### config.mk
export PLATFORM = sky130hd
export DESIGN_NAME = ptmr_top
export DESIGN_NICKNAME = d
export VERILOG_FILES = /design/src/rtl/ptmr_pkg.sv /design/src/rtl/ptmr_prescaler.sv /design/src/rtl/ptmr_count.sv /design/src/rtl/ptmr_readport.sv /design/src/rtl/ptmr_top.sv
export SDC_FILE = /design/constraint.sdc
export NUM_CORES = 1
export LEC_CHECK = 0
export ABC_AREA = 1
export BUFFER_PORTS_ARGS = -buffer_cell sky130_fd_sc_hd__buf_2
export CAP_MARGIN = 20
export CORE_MARGIN = 2
export CORE_UTILIZATION = 49
export DETAILED_ROUTE_END_ITERATION = 8
export PLACE_DENSITY = 0.81
export SYNTH_ARGS = -nofsm -noshare
export SYNTH_HDL_FRONTEND = slang
export SYNTH_SLANG_ARGS = --single-unit
### constraint.sdc
create_clock -name clk -period 1.7 [get_ports clk]
set_input_delay 0.255 -clock clk [delete_from_list [all_inputs] [get_ports clk]]
set_output_delay 0.255 -clock clk [all_outputs]
set_load 0.1 [all_outputs]
### src/rtl/ptmr_pkg.sv
package ptmr_pkg;
  // Source selected for the read data register at a given edge
  typedef enum logic [1:0] {
    RDK_NONE,
    RDK_HIGH,
    RDK_LOW_HOLD,
    RDK_LOW_LIVE
  } rd_kind_e;

  localparam int unsigned DEF_BYTE_W = 8;
  localparam int unsigned DEF_PSEL_W = 3;
endpackage

### src/rtl/ptmr_prescaler.sv
module ptmr_prescaler #(
  parameter int unsigned PSEL_W = 3
) (
  input  logic              clk,
  input  logic              rst_n,
  input  logic              run_en,
  input  logic [PSEL_W-1:0] presc_sel,
  output logic              tick
);
  localparam int unsigned PRE_W = (1 << PSEL_W) - 1;

  logic [PRE_W-1:0]  pre_q;
  logic [PRE_W-1:0]  limit;
  logic [PSEL_W-1:0] pact_q;

  // limit = 2^pact - 1 as a thermometer code
  always_comb begin
    for (int i = 0; i < PRE_W; i++) begin
      limit[i] = (i < int'(pact_q));
    end
  end

  assign tick = run_en && (pre_q == limit);

  always_ff @(posedge clk or negedge rst_n) begin
    if (!rst_n) begin
      pre_q  <= '0;
      pact_q <= '0;
    end else if (!run_en) begin
      pre_q  <= '0;
      pact_q <= presc_sel;
    end else if (tick) begin
      pre_q  <= '0;
      pact_q <= presc_sel;
    end else begin
      pre_q  <= pre_q + PRE_W'(1);
    end
  end
endmodule

### src/rtl/ptmr_count.sv
module ptmr_count #(
  parameter int unsigned BYTE_W    = 8,
  parameter int unsigned RESET_VAL = 1,
  parameter int unsigned WRAP_VAL  = 1
) (
  input  logic                  clk,
  input  logic                  rst_n,
  input  logic                  tick,
  input  logic                  wr_hi,
  input  logic                  wr_lo,
  input  logic [BYTE_W-1:0]     wdata,
  output logic [2*BYTE_W-1:0]   cnt,
  output logic                  tc
);
  localparam int unsigned NLANES = 2;
  localparam int unsigned CNT_W  = NLANES * BYTE_W;

  logic [CNT_W-1:0]  cnt_q;
  logic [CNT_W-1:0]  wr_next;
  logic [NLANES-1:0] wr_vec;
  logic              any_wr;
  logic              at_top;

  assign wr_vec = {wr_hi, wr_lo};
  assign any_wr = |wr_vec;
  assign at_top = &cnt_q;

  for (genvar g = 0; g < NLANES; g++) begin : g_lane
    assign wr_next[g*BYTE_W +: BYTE_W] = wr_vec[g] ? wdata : cnt_q[g*BYTE_W +: BYTE_W];
  end

  always_ff @(posedge clk or negedge rst_n) begin
    if (!rst_n) begin
      cnt_q <= CNT_W'(RESET_VAL);
      tc    <= 1'b0;
    end else begin
      tc <= !any_wr && tick && at_top;
      if (any_wr) begin
        cnt_q <= wr_next;
      end else if (tick) begin
        cnt_q <= at_top ? CNT_W'(WRAP_VAL) : cnt_q + CNT_W'(1);
      end
    end
  end

  assign cnt = cnt_q;
endmodule

### src/rtl/ptmr_readport.sv
module ptmr_readport
  import ptmr_pkg::*;
#(
  parameter int unsigned BYTE_W = 8
) (
  input  logic                clk,
  input  logic                rst_n,
  input  logic                run_en,
  input  logic                rd_hi,
  input  logic                rd_lo,
  input  logic [2*BYTE_W-1:0] cnt,
  output logic [BYTE_W-1:0]   rdata
);
  logic [BYTE_W-1:0] hold_q;
  logic [BYTE_W-1:0] rdata_q;
  rd_kind_e          kind;

  always_comb begin
    if (rd_hi)       kind = RDK_HIGH;
    else if (!rd_lo) kind = RDK_NONE;
    else if (run_en) kind = RDK_LOW_HOLD;
    else             kind = RDK_LOW_LIVE;
  end

  always_ff @(posedge clk or negedge rst_n) begin
    if (!rst_n) begin
      hold_q  <= '0;
      rdata_q <= '0;
    end else begin
      case (kind)
        RDK_HIGH: begin
          rdata_q <= cnt[2*BYTE_W-1:BYTE_W];
          if (run_en) hold_q <= cnt[BYTE_W-1:0];
        end
        RDK_LOW_HOLD: rdata_q <= hold_q;
        RDK_LOW_LIVE: rdata_q <= cnt[BYTE_W-1:0];
        default: ;
      endcase
    end
  end

  assign rdata = rdata_q;
endmodule

### src/rtl/ptmr_top.sv
module ptmr_top
  import ptmr_pkg::*;
#(
  parameter int unsigned BYTE_W    = DEF_BYTE_W,
  parameter int unsigned PSEL_W    = DEF_PSEL_W,
  parameter int unsigned RESET_VAL = 1,
  parameter int unsigned WRAP_VAL  = 1
) (
  input  logic              clk,
  input  logic              rst_n,
  input  logic              run_en,
  input  logic [PSEL_W-1:0] presc_sel,
  input  logic              wr_hi,
  input  logic              wr_lo,
  input  logic [BYTE_W-1:0] wdata,
  input  logic              rd_hi,
  input  logic              rd_lo,
  output logic [BYTE_W-1:0] rdata,
  output logic              tc_pulse
);
  localparam int unsigned CNT_W = 2 * BYTE_W;

  logic             tick;
  logic [CNT_W-1:0] cnt;

  ptmr_prescaler #(.PSEL_W(PSEL_W)) u_pre (
    .clk(clk), .rst_n(rst_n), .run_en(run_en),
    .presc_sel(presc_sel), .tick(tick)
  );

  ptmr_count #(.BYTE_W(BYTE_W), .RESET_VAL(RESET_VAL), .WRAP_VAL(WRAP_VAL)) u_cnt (
    .clk(clk), .rst_n(rst_n), .tick(tick), .wr_hi(wr_hi), .wr_lo(wr_lo),
    .wdata(wdata), .cnt(cnt), .tc(tc_pulse)
  );

  ptmr_readport #(.BYTE_W(BYTE_W)) u_rd (
    .clk(clk), .rst_n(rst_n), .run_en(run_en), .rd_hi(rd_hi),
    .rd_lo(rd_lo), .cnt(cnt), .rdata(rdata)
  );
endmodule

==> flow_results.org, run 1 <==
** Detailed routing
- Via count :: 2,415
- For this block, the routed nets add up to 6200 um of wire.
- After detailed routing, the number of vias per cell comes to 5.26.
- The count of nets left with antenna violations once routing finished came out at 0.
- DRT iter0 DRCs :: 207
- For this run, design rule violations remaining after detail routing come to 0.
- Router iterations before antenna repair :: 5
- Wire per inst :: 13.5 um

** Global routing
- Initial antenna violation count :: 0
- Entering global routing, the biggest net connects 44 pins.
- Global router's overall resource usage :: 22.6%
- The first global-routing pass estimated 9840 um of wire.
- Remaining Overflow, GRT :: 0
- The number of global-route vias before repair is 2,141.

** Power and ir drop
- Net switching power figure :: 1.03 mW
- The share of total power dissipated in sequential elements is 45.4%.
- For this design the ratio of total power to cell area is 937 nW/um2.
- Net switching is 36.1% of the power.
- For this design the static power due to leakage is 1.50 nW.
- Internal power comes to 1.82 mW.
- The clock network is responsible for 26.7% of the overall power.
- Across the VDD grid, the largest voltage drop is 0.410 mV.
- Per report_power, the combinational group accounts for 27.9% of the total.

** Place
- At the end of routability-driven placement, the weighted congestion stood at 0.943.
- Placed standard-cell area :: 2790 um2
- Hpwl dp :: 4430 um
- Buffers added on ports :: 26

** Synth
- Yosys printed 0 warnings.
- Area of the mapped netlist :: 2500 um2
- Counting flops and latches in the post-synthesis netlist gives 43.
- Distinct cell type count after synthesis :: 29
- Mapped Avg Cell Area :: 7.25 um2
- Synthesis produced a netlist with a net count of 365.
- Sequential area share after synthesis :: 43.1%
- Syn Inst Count :: 345

** STA
- Total negative slack for setup checks :: 0 ns
- Of the available clock period, the critical path in the final layout requires 96.3%.
- Setup repair after global routing missed its margin :: true
- The number of pins exceeding their max-slew limit in the final report came to 0.
- At the pin with the least slew margin, the transition time is 0.555 ns.
- Final setup viols :: 0
- Between clock sinks in the finished design, the worst skew comes to 0.00522 ns.
- Final hold violation count :: 0
- The worst pin sits at a relative slew slack of 63.0%.
- Based on the critical path, the design can be clocked at up to 0.611 GHz.
- For the finished layout, the period the worst path requires is 1.64 ns.

** Layout
- The post-route netlist has 20.8% of its cells at a drive strength greater than 1.
- Filler cell count :: 466
- The area growth from synthesis to layout is 21.8%.
- At the end of the flow, the number of nets in the layout was 409.
- Antenna cells :: 0
- Core occupancy in the finished layout :: 60.8%
- Post-route standard cell area excluding fillers :: 3050 um2

** CTS
- After clock tree synthesis, the clock-pin slew on the worst setup and hold paths is 0.08 ns.
- The H-tree was split into 2 levels.
- Worst-skew pair later-pin latency :: 0.29 ns
- Clock Root Buffer :: clkbuf_8
- Counting along the longest clock path gives a buffer depth of 2.
- TritonCTS built the clock tree.
- The clock net in this run drives a total of 43 sinks.
- Number of clock buffers inserted by TritonCTS :: 5
- CTS Hold Buffers Added :: 0

** Critical path
- Startpoint of the most critical register-to-register path :: u_cnt.cnt[0]
- Kind of critical path :: register to register
- For the worst setup path, the data arrival time is 1.82 ns.
- R2R Path End :: u_cnt.cnt[3]
- The worst setup path is launched from a register.
- Number of cells traversed by the worst register-to-register path :: 10
- The worst setup path is captured at a register.
- In this run the worst path has a maximum fanout of 5.
- Slack of the worst reg-to-reg path :: 0.06 ns
- STA puts the critical path data required time at 1.88 ns.

** Floorplanning
- The die covers 5690 um2.
- Horizontal die dimension :: 75.4 um
- Y dimension of the die :: 75.4 um
- After floorplanning, the core was divided into 26 placement rows.
- 27 I/O pins were placed.
- CORE AREA :: 5010 um2
- Once the floorplan was initialized, standard cells occupied 49.9% of the core.

** Worst hold path
- Path type of the worst min-delay path :: input pin to asynchronous set/reset pin

** Run status
- The run finished with clean final reports.

** Run
- Count of maximum capacitance violations :: 0
[flip-flops by register name, indices dropped and copies added (netlist names)]
| name | count |
|---|---|
| u_cnt.tc | 1 |
| u_rd.rdata | 8 |
| u_rd.hold_q | 8 |
| u_cnt.cnt | 16 |
| u_pre.pre_q | 7 |
| u_pre.pact_q | 3 |
[power by group through the flow]
stage / combinational, mW / sequential (mW) / clock [mW]
4_1_cts: 0.721 / 1.28 / 0.782
6_report: 0.796 / 1.30 / 0.761
3_5_place_dp: 0.718 / 1.30 / 0
3_3_place_gp: 0.708 / 1.30 / 0
2_1_floorplan: 0.344 / 1.47 / 0
5_1_grt: 0.883 / 1.31 / 0.820
[how the worst max path moves through the flow]
stage | startpoint | end | slack (ns) | cells past startpoint
global route | u_cnt.cnt[0] | u_cnt.cnt[13] | -0.09 | 10
detailed placement | u_cnt.cnt[0] | u_cnt.cnt[5] | -0.02 | 10
global placement | u_cnt.cnt[0] | u_cnt.cnt[5] | 0.02 | 10
CTS | u_cnt.cnt[0] | u_cnt.cnt[5] | 0.009 | 10
finish | u_cnt.cnt[0] | u_cnt.cnt[3] | 0.06 | 10
floorplan | u_cnt.cnt[0] | u_cnt.cnt[13] | 0.08 | 10
[stage by stage]
stage                     total power [mW]  cells  hold WS [ns]  setup slack, ns
after floorplan                       1.81    345       -0.0406           0.0795
after global placement                2.00    447         0.366           0.0181
after detailed placement              2.02    447         0.369          -0.0173
after CTS                             2.78    454        0.0500          0.00863
after global routing                  3.02    459        0.0822          -0.0865
final                                 2.85    459        0.0340           0.0633
[cell usage in the layout (no fill, tap or decap), types with 5 or more instances in the layout]
cell | Yosys | routed
a22oi_1 | 8 | 8
buf_2 | 1 | 26
buf_4 | 1 | 13
clkbuf_8 | 0 | 5
dfrtp_1 | 42 | 40
inv_1 | 29 | 29
nand2_1 | 122 | 118
nand3_1 | 37 | 35
nor2_1 | 36 | 30
nor2_4 | 0 | 7
o21ai_0 | 22 | 17
xor2_1 | 7 | 7
[worst max-delay path: stages (launching register included)]
cell	delay (ns)
dfstp_2	0.55
ha_4	0.15
nand2_4	0.06
nor2_4	0.16
nand2_2	0.08
nor2_1	0.10
nand2_1	0.09
nand2_2	0.16
o21ai_1	0.08
nand2_1	0.07
nand2_1	0.05
[cell usage after synthesis]
master      n  area (um2)
o21ai_0    22         110
xnor2_1     3        26.3
clkbuf_1    3        11.3
a22oi_1     8        60.1
nor3_1      1        5.00
nor2_1     36         135
ha_1        2        25.0
inv_1      29         109
o211ai_1    1        7.51
dfstp_2     1        26.3
a21oi_1     2        10.0
inv_2       1        3.75
nand3_1    37         185
buf_2       1        5.00
buf_4       1        7.51
o21bai_1    3        22.5
nand2_1   122         458
o21ai_1     2        10.0
nand4_4     1        21.3
a31oi_1     3        18.8
buf_6       1        11.3
mux2_2      3        33.8
nor2_2      4        25.0
nand2_2     2        12.5
nand4_1     2        12.5
xor2_1      7        61.3
nor3b_2     2        25.0
clkinv_1    3        11.3
dfrtp_1    42        1050
[area by class of cell]
class,count,area [um2],share of cell area (%)
flip-flops and latches,43,1080,35.5
inverters,33,124,4.07
clock buffers,6,72.6,2.38
repair buffers,42,270,8.87
well taps,70,87.6,2.88
multi-input cells,264,1380,45.4
clock inverters,1,30.0,0.986
[routing by layer]
metal,share of wire (%),global-route usage [%]
met5,0,0
met1,47,33.8
met4,1.3,5.07
met2,46,34.5
met3,5.7,3.97
[kinds of logic (layout without fill, tap and decap cells)]
logic type	after synthesis	in the layout	share of synthesized area [%]
compound gates	41	41	9.56
xor+xnor	10	10	3.50
fa+ha+maj	2	2	1.00
buf+inv	39	82	6.35
flops	43	43	43.1
mux	3	3	1.35
simple gates	207	208	35.2
[repair_timing]
item                                   4_1_cts  5_1_grt
resized for setup                            1       34
gates cloned                                 0        1
endpoints found under the hold margin        0        0
setup endpoints to repair                    4       27
setup buffers                                0        4
pin swaps                                    0       10
No activity file was read; power rests on OpenSTA's default activity.
==> run 2: changes to the inputs <==
--- a/config.mk
+++ b/config.mk
@@ -8,10 +8,12 @@
 export ABC_AREA = 1
 export BUFFER_PORTS_ARGS = -buffer_cell sky130_fd_sc_hd__buf_2
 export CAP_MARGIN = 20
+export CELL_PAD_IN_SITES_DETAIL_PLACEMENT = 1
+export CELL_PAD_IN_SITES_GLOBAL_PLACEMENT = 2
 export CORE_MARGIN = 2
-export CORE_UTILIZATION = 49
+export CORE_UTILIZATION = 30
 export DETAILED_ROUTE_END_ITERATION = 8
-export PLACE_DENSITY = 0.81
+export PLACE_DENSITY = 0.85
 export SYNTH_ARGS = -nofsm -noshare
 export SYNTH_HDL_FRONTEND = slang
 export SYNTH_SLANG_ARGS = --single-unit
==> run 2 against run 1 <==
Net effect: sequential share of layout area fell by 1.2 points; clock power increased by 11%; non-clock buffer count grew 2; clock skew increased by 0.00061 ns; sequential power about the same; flip-flop and latch count stayed put; register-to-register slack improved by 0.02 ns; critical path type unchanged; largest cell class unchanged.
==> flow_results.org, run 2 (synthesis gave the netlist of run 1 again) <==
** Place
- Including well taps, the total number of placed cells is 480.
- The congestion estimate from routability-driven global placement came to 0.858.
- Buffers added on ports :: 26
- Placed standard-cell area :: 2820 um2
- Hpwl dp :: 5530 um

** Detailed routing
- In the final routed layout, each cell accounts on average for 15.3 um.
- The count of nets left with antenna violations once routing finished came out at 0.
- Total Wirelength :: 7620 um
- In this run, the number of DRC markers left after iteration 0 of detailed routing was 169.
- DRC violations left :: 0
- Dividing the detail-routed via count by the number of cells gives 4.90.
- The routed layout has 2,435 vias.
- Router iterations before antenna repair :: 4

** Run status
- The run finished with clean final reports.

** Power and ir drop
- Of the total power, the share spent switching nets is 36.6%.
- Design Power :: 2.98 mW
- Cell internal power was estimated by the tool at 1.89 mW.
- The worst-case IR drop observed on VDD is 0.250 mV.
- Leakage power total :: 1.53 nW
- Proportion of power drawn by flip-flops and latches :: 43.6%
- Cell area power density :: 942 nW/um2
- In this run the power spent charging and discharging nets is 1.09 mW.
- Of the total power, the clock network draws 28.3%.
- Combinational cell fraction of total power :: 28.1%

** CTS
- The clock reaches the later pin of the worst-skew pair after 0.30 ns.
- TritonCTS clock tree :: yes
- Buffer levels on the longest clock path :: 2
- CTS sink count :: 43
- Counting the buffers created by CTS gives 5.
- CTS placed an instance of clkbuf_8 at the clock tree root.
- Clock-pin slew was measured on the worst setup and hold paths at 0.09 ns.
- H-tree levels :: 2

** Run
- Across the run, the number of max-cap violations was 0.

** Critical path
- Critical path endpoint category :: register
- Number of cells traversed by the worst register-to-register path :: 9
- Slack of the worst reg-to-reg path :: 0.08 ns
- R2R Path End :: u_cnt.cnt[8]
- For the worst setup path, the data arrival time is 1.86 ns.
- For the worst setup path, the data required time is 1.94 ns.
- Type of element launching the critical path :: register
- Kind of critical path :: register to register
- Max Fanout on Critical Path :: 3
- Startpoint of the most critical register-to-register path :: u_cnt.cnt[0]

** Global routing
- Initial antenna violation count :: 0
- Maximum number of pins on one net before global-route repair :: 44
- Wire length of the first global-routing pass :: 12,300 um
- Vias in the first global route :: 2,452
- After global routing the overflow that remains totals 0.
- Global routing used 17.6% of the available tracks.

** Worst hold path
- The worst hold path belongs to the class input pin to asynchronous set/reset pin.

** Floorplanning
- Initial Utilization :: 30.7%
- The die is 95.3 um tall.
- CORE AREA :: 8130 um2
- Io pins :: 27
- The initialized floorplan defines 33 standard-cell rows.
- The die is 95.3 um wide.
- The die covers 9080 um2.

** Layout
- Counting the fill cells in the layout gives 1,031.
- Fraction of layout cells with a size suffix above 1 :: 24.0%
- Final instance count without filler cells :: 497
- The top cell types in the final layout, fill and taps aside, are 115 x nand2_1, 36 x dfrtp_1, 34 x nand3_1.
- Commonest non-fill, non-tap cell in the layout :: nand2_1
- Antenna cells :: 0
- The register with the most flip-flops in the layout has 16 of them.
- Once layout is done, the placed cells without fillers occupy 3170 um2.
- From synthesis to final layout, the design area changed by 26.6%.
- Final layout net count :: 411

** STA
- The number of hold-slack violations in the final timing report was 0.
- Worst rel slew slack :: 61.0%
- Clock period minus worst slack :: 1.62 ns
- The clock arrives with 0.00583 ns of skew.
- Final setup viols :: 0
- Final clock period utilization by the worst path :: 95.2%
- The number of pins exceeding their max-slew limit in the final report was 0.
- Maximum clock rate :: 0.618 GHz
- Setup repair after global routing missed its margin :: true
- For the pin with the worst max-slew slack, the measured transition is 0.586 ns.
## run 2: critical path: stages, from the launching register on
cell     delay [ns]
dfstp_2        0.56
ha_4           0.16
nand2_4        0.06
nor2_4         0.13
nand2_2        0.08
buf_4          0.15
xor2_1         0.14
o21ai_1        0.14
nand2_1        0.07
nand2_1        0.06
## run 2: how the worst max path moves through the flow
stage | depth (start not counted) | to | start | slack, ns
after CTS | 10 | u_cnt.cnt[13] | u_cnt.cnt[0] | -0.01
after detailed placement | 10 | u_cnt.cnt[13] | u_cnt.cnt[0] | -0.11
after floorplan | 10 | u_cnt.cnt[13] | u_cnt.cnt[0] | 0.08
final | 9 | u_cnt.cnt[8] | u_cnt.cnt[0] | 0.08
after global routing | 9 | u_cnt.cnt[13] | u_pre.pact_q[2] | -0.01
after global placement | 10 | u_cnt.cnt[3] | u_cnt.cnt[0] | -0.003
## run 2: metal layers
layer | routed length [um] | part of all wire [%] | global-route usage, % | vias up
met4 | 91 | 1.2 | 4.23 | 0
li1 | - | - | - | 1197
met5 | 0 | 0 | 0 | -
met1 | 3840 | 50 | 25.4 | 1187
met3 | 209 | 2.7 | 2.77 | 9
met2 | 3480 | 46 | 27.5 | 42
## run 2: what timing repair did
item,4_1_cts,5_1_grt
setup buffers,2,5
pin swaps,1,10
endpoints found under the setup margin,13,24
gates cloned,0,2
hold buffers,0,0
gates resized for setup,4,45
## run 2: layout make-up
| class | instances | area (um2) | area share [%] |
|---|---|---|---|
| clock inverter | 2 | 35.0 | 1.11 |
| clock buffer | 6 | 82.6 | 2.61 |
| timing repair buffer | 44 | 289 | 9.13 |
| multi-input combinational | 264 | 1420 | 44.8 |
| tap | 105 | 131 | 4.15 |
| inverter | 33 | 124 | 3.91 |
| sequential | 43 | 1080 | 34.3 |
## run 2: power groups by stage
stage | clock network [mW] | registers (mW) | logic [mW]
2_1_floorplan | 0 | 1.47 | 0.344
3_3_place_gp | 0 | 1.30 | 0.726
3_5_place_dp | 0 | 1.31 | 0.739
4_1_cts | 0.864 | 1.29 | 0.757
5_1_grt | 0.906 | 1.32 | 0.927
6_report | 0.843 | 1.30 | 0.839
## run 2: metrics by stage
step | hold slack [ns] | util (%) | worst slack, ns | setup TNS (ns)
2_1_floorplan | -0.0406 | - | 0.0795 | 0
3_3_place_gp | 0.386 | 34.6 | -0.00331 | -0.00331
3_5_place_dp | 0.388 | 34.6 | -0.107 | -0.648
4_1_cts | 0.0618 | 36.3 | -0.0137 | -0.0225
5_1_grt | 0.0832 | 38.9 | -0.0128 | -0.0531
6_report | 0.0299 | 38.9 | 0.0821 | 0
==> run 3: changes to the inputs <==
--- a/config.mk
+++ b/config.mk
@@ -13,7 +13,7 @@
 export CORE_MARGIN = 2
 export CORE_UTILIZATION = 30
 export DETAILED_ROUTE_END_ITERATION = 8
-export PLACE_DENSITY = 0.85
+export PLACE_DENSITY_LB_ADDON = 0.3
 export SYNTH_ARGS = -nofsm -noshare
 export SYNTH_HDL_FRONTEND = slang
 export SYNTH_SLANG_ARGS = --single-unit
==> run 3 against run 2 <==
Net effect: critical endpoint is now u_cnt.tc; highest routed layer unchanged; global-route usage grew 1.1 points; sequential power about the same; clock power rose by 2.6%; final cell count rose by 1.0%.
==> flow_results.org, run 3 (synthesis gave the netlist of run 1 again) <==
** Run status
- Run status :: finished, final reports clean

** STA
- In this run the tightest slew margin relative to its limit is 65.7%.
- Final setup viols :: 0
- At the pin with the least slew margin, the transition time is 0.513 ns.
- Maximum clock rate :: 0.619 GHz
- Clock period minus worst slack :: 1.62 ns
- Setup total negative slack on the finished layout was measured at 0 ns.
- The worst path uses 95.1% of the clock period.
- The number of pins exceeding their max-slew limit in the final report was 0.
- Clk_skew :: 0.00919 ns
- Setup repair after global routing could not meet its margin everywhere.
- Final hold violation count :: 0

** Power and ir drop
- Sequential cells account for 43.2% of the total power.
- Cell-internal power :: 1.89 mW
- Power spread over the standard cell area amounts to 941 nW/um2.
- IR drop worst, VDD :: 0.301 mV
- Clock Power Share :: 29.1%
- In this run the power spent charging and discharging nets is 1.09 mW.
- Combinational cells account for 27.7% of the total power.
- Switching share of power :: 36.6%
- Leakage power total :: 1.55 nW

** Layout
- The layout has 1,031 filler cells.
- For this run, the share of the core covered by cells in the final layout is 38.9%.
- The net count of the finished layout is 416.
- Fraction of layout cells with a size suffix above 1 :: 22.2%
- Final instance count without filler cells :: 502
- Antenna cells :: 0
- The register with the most flip-flops in the layout has 16 of them.
- Area delta synth->final :: 26.5%
- Post-route standard cell area excluding fillers :: 3160 um2
- Most frequent cells in the layout :: 117 x nand2_1, 40 x dfrtp_1, 37 x nand3_1
- Leaving out fill and tap cells, the most frequent cell in the layout is nand2_1.

** Global routing
- The first global-routing pass estimated 12,900 um of wire.
- The number of global-route vias before repair is 2,495.
- Initial antenna violation count :: 0
- Maximum number of pins on one net before global-route repair :: 29
- Remaining Overflow, GRT :: 0
- Global router's overall resource usage :: 18.7%

** Place
- Placed standard-cell area :: 2900 um2
- Routability-driven placement finished with a final weighted congestion of 0.842.
- In this run the tool buffered the top-level ports with 26 buffer cells.
- Placed Cells incl. Taps :: 490
- Hpwl dp :: 5870 um

** Floorplanning
- Y dimension of the die :: 95.3 um
- The total area inside the core boundary comes to 8130 um2.
- Floorplan row count :: 33
- Io pins :: 27
- Initial Utilization :: 30.7%
- The die covers 9080 um2.
- The floorplan step set the die width to 95.3 um.

** CTS
- For the worst-skew pair, the clock arrives at the later sink with an insertion delay of 0.30 ns.
- Number of clock buffers inserted by TritonCTS :: 5
- The tree built by TritonCTS fans out to 43 sinks.
- The H-tree was split into 2 levels.
- TritonCTS built the clock tree.
- Clock Root Buffer :: clkbuf_8
- The clock passes through at most 2 buffers.
- Post-CTS clock slew at the launch and capture registers of the worst setup and hold paths :: 0.09 ns

** Detailed routing
- Router iterations before antenna repair :: 4
- Via count :: 2,401
- Wire per inst :: 15.4 um
- Total Wirelength :: 7720 um
- For this run, design rule violations remaining after detail routing come to 0.
- DRT iter0 DRCs :: 84
- Antenna Nets Post-Route :: 0
- Via density :: 4.78

** Critical path
- Data on the critical path is required at its endpoint by 1.95 ns.
- Type of element launching the critical path :: register
- Critical path endpoint category :: register
- In this run the worst path has a maximum fanout of 3.
- Critical path data arrival time :: 1.86 ns
- The worst setup path is of the register to register kind.

** Run
- Count of maximum capacitance violations :: 0

** Worst hold path
- Path type of the worst min-delay path :: input pin to register
==> run 3: per-layer routing <==
metal | part of all wire, % | global-route usage [%] | routed length (um)
met2 | 45 | 29.7 | 3450
met4 | 0.91 | 3.99 | 70
met3 | 2.6 | 2.85 | 200
met5 | 0 | 0 | 0
met1 | 52 | 27.0 | 4000
==> run 3: area by class of cell <==
type                       count  area, um2  area share [%]
clock buffer                   6       82.6            2.61
clock inverter                 2       35.0            1.11
inverter                      33        124            3.92
multi-input combinational    263       1370            43.3
sequential                    43       1080            34.1
tap                          105        131            4.15
timing repair buffer          50        342            10.8
==> run 3: worst paths after layout <==
kind / cells after the start / endpoint / from / slack (ns)
min in group asynchronous: 2 / u_pre.pre_q[3] / rst_n / 0.43
min reg2reg: 2 / u_rd.hold_q[6] / u_rd.hold_q[6] / 0.49
min: 3 / u_pre.pact_q[1] / presc_sel[1] / 0.17
max reg2reg: 9 / u_cnt.tc / u_cnt.cnt[0] / 0.08
max: 9 / u_cnt.tc / u_cnt.cnt[0] / 0.08
max in group asynchronous: 3 / u_pre.pact_q[1] / rst_n / 0.75
==> run 3: critical path, cell delays in order (launching register included) <==
cell and delay, ns:
dfstp_2 0.58, ha_4 0.16, nand2_4 0.06, nor2_4 0.12, nand2_2 0.07, nor2_2 0.13, nand2_2 0.08, buf_4 0.14
buf_4 0.13, nor2_4 0.09
==> run 3: power groups by stage <==
stage          registers [mW]  logic [mW]  clock network (mW)
2_1_floorplan            1.47       0.344                   0
3_3_place_gp             1.29       0.779                   0
3_5_place_dp             1.30       0.794                   0
4_1_cts                  1.28       0.807               0.877
5_1_grt                  1.31       0.923               0.920
6_report                 1.29       0.825               0.865
==> run 3: through the flow <==
step	total power [mW]	hold slack, ns	setup slack [ns]
2_1_floorplan	1.81	-0.0406	0.0795
3_3_place_gp	2.07	0.220	0.00697
3_5_place_dp	2.09	0.230	-0.125
4_1_cts	2.97	0.163	0.0201
5_1_grt	3.15	0.171	-0.0439
6_report	2.98	0.166	0.0834
==> run 3: repair_timing <==
action,CTS,global route
endpoints found under the hold margin,14,0
setup buffers,2,1
endpoints found under the setup margin,12,20
gates resized for setup,10,25
hold buffers,1,0
pin swaps,3,4
